$ cat src/rtl/phy_ctrl_regs.sv
module phy_ctrl_regs #(
  parameter int          AW         = 8,
  parameter logic [15:0] VENDOR_ID  = 16'h0451,
  parameter logic [15:0] PRODUCT_ID = 16'h1507
) (
  input  logic          clk,
  input  logic          rst_n,
  input  logic [AW-1:0] addr,
  input  logic          wr_en,
  input  logic [7:0]    wr_data,
  input  logic          rd_en,
  output logic [7:0]    rd_data,
  output logic          rd_valid,
  input  logic          uart_exit,
  input  logic          serial_exit,
  output logic [7:0]    func_ctrl,
  output logic [7:0]    ifc_ctrl,
  output logic [7:0]    otg_ctrl
);
  localparam logic [AW-1:0] A_FUNC    = AW'(8'h04);
  localparam logic [AW-1:0] A_IFC     = AW'(8'h07);
  localparam logic [AW-1:0] A_OTG     = AW'(8'h0A);
  localparam logic [AW-1:0] A_SCRATCH = AW'(8'h16);
  localparam logic [7:0] FUNC_RST  = 8'h41;
  localparam logic [7:0] FUNC_MASK = 8'h7F;
  localparam logic [7:0] OTG_RST   = 8'h06;

  function automatic logic [1:0] op_of(input logic [AW-1:0] a, input logic [AW-1:0] base);
    if (a == base)                 return 2'd1;
    if (a == base + AW'(1))        return 2'd2;
    if (a == base + AW'(2))        return 2'd3;
    return 2'd0;
  endfunction

  function automatic logic [7:0] apply(input logic [7:0] cur, input logic [1:0] op, input logic [7:0] d);
    case (op)
      2'd1:    return d;
      2'd2:    return cur | d;
      2'd3:    return cur & ~d;
      default: return cur;
    endcase
  endfunction

  logic [1:0] fop, iop, oop;
  logic [7:0] scratch, rd_mux, exit_mask;

  assign fop = wr_en ? op_of(addr, A_FUNC) : 2'd0;
  assign iop = wr_en ? op_of(addr, A_IFC)  : 2'd0;
  assign oop = wr_en ? op_of(addr, A_OTG)  : 2'd0;
  assign exit_mask = {5'b0, uart_exit, serial_exit, 1'b0};

  always_ff @(posedge clk) begin
    if (!rst_n) begin
      func_ctrl <= FUNC_RST;
      ifc_ctrl  <= 8'h00;
      otg_ctrl  <= OTG_RST;
      scratch   <= 8'h00;
    end else begin
      func_ctrl <= apply(func_ctrl, fop, wr_data) & FUNC_MASK;
      ifc_ctrl  <= apply(ifc_ctrl, iop, wr_data) & ~exit_mask;
      otg_ctrl  <= apply(otg_ctrl, oop, wr_data);
      if (wr_en && addr == A_SCRATCH) scratch <= wr_data;
    end
  end

  always_comb begin
    rd_mux = 8'h00;
    if (addr == AW'(0))      rd_mux = VENDOR_ID[7:0];
    else if (addr == AW'(1)) rd_mux = VENDOR_ID[15:8];
    else if (addr == AW'(2)) rd_mux = PRODUCT_ID[7:0];
    else if (addr == AW'(3)) rd_mux = PRODUCT_ID[15:8];
    else if (op_of(addr, A_FUNC) != 2'd0) rd_mux = func_ctrl;
    else if (op_of(addr, A_IFC)  != 2'd0) rd_mux = ifc_ctrl;
    else if (op_of(addr, A_OTG)  != 2'd0) rd_mux = otg_ctrl;
    else if (addr == A_SCRATCH)  rd_mux = scratch;
  end

  always_ff @(posedge clk) begin
    if (!rst_n) begin
      rd_data  <= 8'h00;
      rd_valid <= 1'b0;
    end else begin
      rd_valid <= rd_en;
      if (rd_en) rd_data <= rd_mux;
    end
  end
endmodule


$ cat config.mk
export PLATFORM = sky130hd
export DESIGN_NAME = phy_ctrl_regs
export DESIGN_NICKNAME = d
export VERILOG_FILES = /design/src/rtl/phy_ctrl_regs.sv
export SDC_FILE = /design/constraint.sdc
export NUM_CORES = 1
export LEC_CHECK = 0
export ABC_AREA = 1
export CORE_MARGIN = 4
export CORE_UTILIZATION = 45
export CTS_CLUSTER_DIAMETER = 150
export CTS_CLUSTER_SIZE = 12
export DETAILED_ROUTE_END_ITERATION = 8
export HOLD_SLACK_MARGIN = 0.15
export PLACE_DENSITY = 0.78
export SYNTH_ARGS = -nofsm -noshare
export SYNTH_HDL_FRONTEND = slang
export SYNTH_SLANG_ARGS = --single-unit
$ cat constraint.sdc
create_clock -name clk -period 3.6 [get_ports clk]
set_input_delay 0.72 -clock clk [delete_from_list [all_inputs] [get_ports clk]]
set_output_delay 0.72 -clock clk [all_outputs]
set_load 0.01 [all_outputs]
==> out/qor.csv <==
metric,value,unit
status,completed,
drc,0,
holdCritStartpoint,scratch[7],
min_to,scratch[7],
die-area,5920,um^2
post_drt_wl_per_cell,13.7,um
synth.mux.area_fraction,0,%
antenna_found_initial,0,
synth_edf_count,0,
hold_slack,0.451,ns
htreeDepth,2,
nets,406,
place_inst,429,
timing.final.ws_setup,1.20,ns
grt_pass1_wl,10100,um
fin_tns_setup,0,ns
avgViaCountPerCell,5.23,
cts_tree,built,
min_path_cells,2,
synthArstFlopShare,0,%
io_buffers,53,
crit_arrival,2.59,ns
p_leak,0.00112,uW
synth_top_family_by_area,simple AND/OR/NAND/NOR gates,
finalCritPeriodShare,66.7,%
max_freq,416,MHz
ys_types,28,
endpoint_kind,register,
ctsResizeCount,0,
dp_hpwl,4630,um
finalHoldViolCount,0,
clock_sinks,40,
grt_pass1_vias,2098,
postLayoutCoreUtil,63.4,%
power.density,333,nW/um^2
rows,24,
drt_iter0_drc,188,
r2r-end,rd_data[1],
core-area,4470,um^2
yosysSeqAreaShare,37.4,%
met2_usage,34.3,%
slowest_stage,clkdlybuf4s50_1,
required,3.79,ns
ys.flop_type,dfxtp_1,
fin_cells,437,
period_needed,2.40,ns
crit_top_cell,inv_1,
numCtsBuffers,5,
num_vias,2284,
synth_nets,352,
setup_viol,0,
synth_top_area_share,37.4,%
ys_warn_count,0,
ys_ff_latch,40,
cts-root-buf,clkbuf_8,
drive_above_1_share,8.05,%
crit_chain,clkdlybuf4s50_1 > inv_1 > nor3_1 > inv_1 > o21ai_0 > a21oi_1,
critPathLaunch,wr_en,
postRouteAntennaNets,0,
met3_usage,3.86,%
wirelength,5990,um
slowest_delay,0.65,ns
hp-class,register to register,
drv_slew,0,
gr-usage-met1,28.1,%
synth_compound_gate_area_share,19.5,%
r2r_slack,2.61,ns
rsz0062_at_grt,no,
overflow,0,
crit_fanout,8,
yosys.area.top_type,dfxtp_1,
antenna_cells,0,
synth-simple-area-share,34.7,%
fill_cells,449,
die_height,77.0,um
synthToLayoutAreaGrowth,32.5,%
gp_congestion,0.824,
netlist_top_cells_count,"109 x nand2_1, 40 x dfxtp_1, 38 x a21oi_1",
io_pins,55,
syn_area_per_cell,6.48,um^2
die_w,77.0,um
clk_pin_slew_worst_paths,0.07,ns
syn_inst,330,
worst_setup_path_start_kind,input port,
cts_hold_buffers,0,
start_util,47.8,%
critPathKind,input port to register,
clockBufferDepth,2,
reg2reg_depth,8,
reg2reg_from,scratch[1],
synth_xor_area_share,0,%
synth_area,2140,um^2
maxCapViolCount,0,
grt_busiest_layer,met2,
irDropWorstVdd,0.263,mV
worst_clock_skew,0.00423,ns
dp_slack,0.945,ns
synth.most_common_cell,nand2_1,
ys_top_cells_by_area,"dfxtp_1 37%, nand2_1 19%, a21oi_1 8.9%, o21ai_0 6.1%, inv_1 5.3%",
grt_use_total,21.0,%
grt_max_degree,30,
insertion_delay,0.30,ns
synthAdderAreaFrac,0,%
drt_first_pass_iters,5,
cts_setup_buffers,0,
==> flip-flops by register name, summed over array words and instances, names as in the netlist <==
register	flops
ifc_ctrl	8
otg_ctrl	8
rd_data	8
scratch	8
func_ctrl	7
rd_valid	1
==> report_power, final <==
group | leakage [uW] | total (uW) | switching, uW | internal (uW)
Combinational | 0.000729 | 92.8 | 53.5 | 39.3
Sequential | 0.000323 | 447 | 1.75 | 446
Clock | 0.0000645 | 403 | 158 | 245
==> per-layer routing <==
| metal | share of wire (%) | wire length [um] |
|---|---|---|
| met5 | 0 | 0 |
| met1 | 44 | 2660 |
| met3 | 7.1 | 426 |
| met4 | 1.3 | 76 |
| met2 | 47 | 2830 |
==> stage by stage <==
| stage | area (um^2) | power, uW |
|---|---|---|
| 2_1_floorplan | 2140 | 501 |
| 4_1_cts | 2840 | 944 |
| 3_3_place_gp | 2710 | 549 |
| 3_5_place_dp | 2710 | 550 |
| 6_report | 2840 | 943 |
| 5_1_grt | 2840 | 978 |
==> cell families (layout without fill, tap and decap cells) <==
family                 after synthesis  after routing
and+or+nand+nor                    169            169
AOI/OAI and AO/OA                   77             77
buffers and inverters               43             98
DFF                                 40             40
other                                1              1
==> placed cells by master (no fill, tap or decap), drive strengths merged, types with 4 or more instances in the layout <==
cell	n
nand2	115
clkdlybuf4s50	53
dfxtp	40
a21oi	39
inv	34
o21ai	30
nor2	30
nand3	18
clkbuf	7
o211ai	4
==> critical path, delay by kind of cell <==
family / cells / cell delay [ns]
AOI/OAI and AO/OA: 2 / 0.26
buffers and inverters: 3 / 1.13
and+or+nand+nor: 1 / 0.47
==> area by class of cell <==
cell class                 instances  area, um^2  area share (%)
multi-input combinational        247        1160            41.0
sequential                        40         801            28.2
timing repair buffer              54         538            19.0
inverter                          36         141            4.99
clock buffer                       7        96.3            3.40
tap                               52        65.1            2.29
clock inverter                     1        30.0            1.06
==> worst max path at each step <==
stage	end	slack, ns	cells past startpoint
after floorplan	otg_ctrl[3]	1.82	6
after global placement	otg_ctrl[3]	1.00	6
after detailed placement	otg_ctrl[6]	0.95	6
after CTS	otg_ctrl[6]	1.25	6
after global routing	otg_ctrl[4]	1.09	6
final	otg_ctrl[6]	1.20	6
Note: power is estimated with default switching activity, not from simulation.
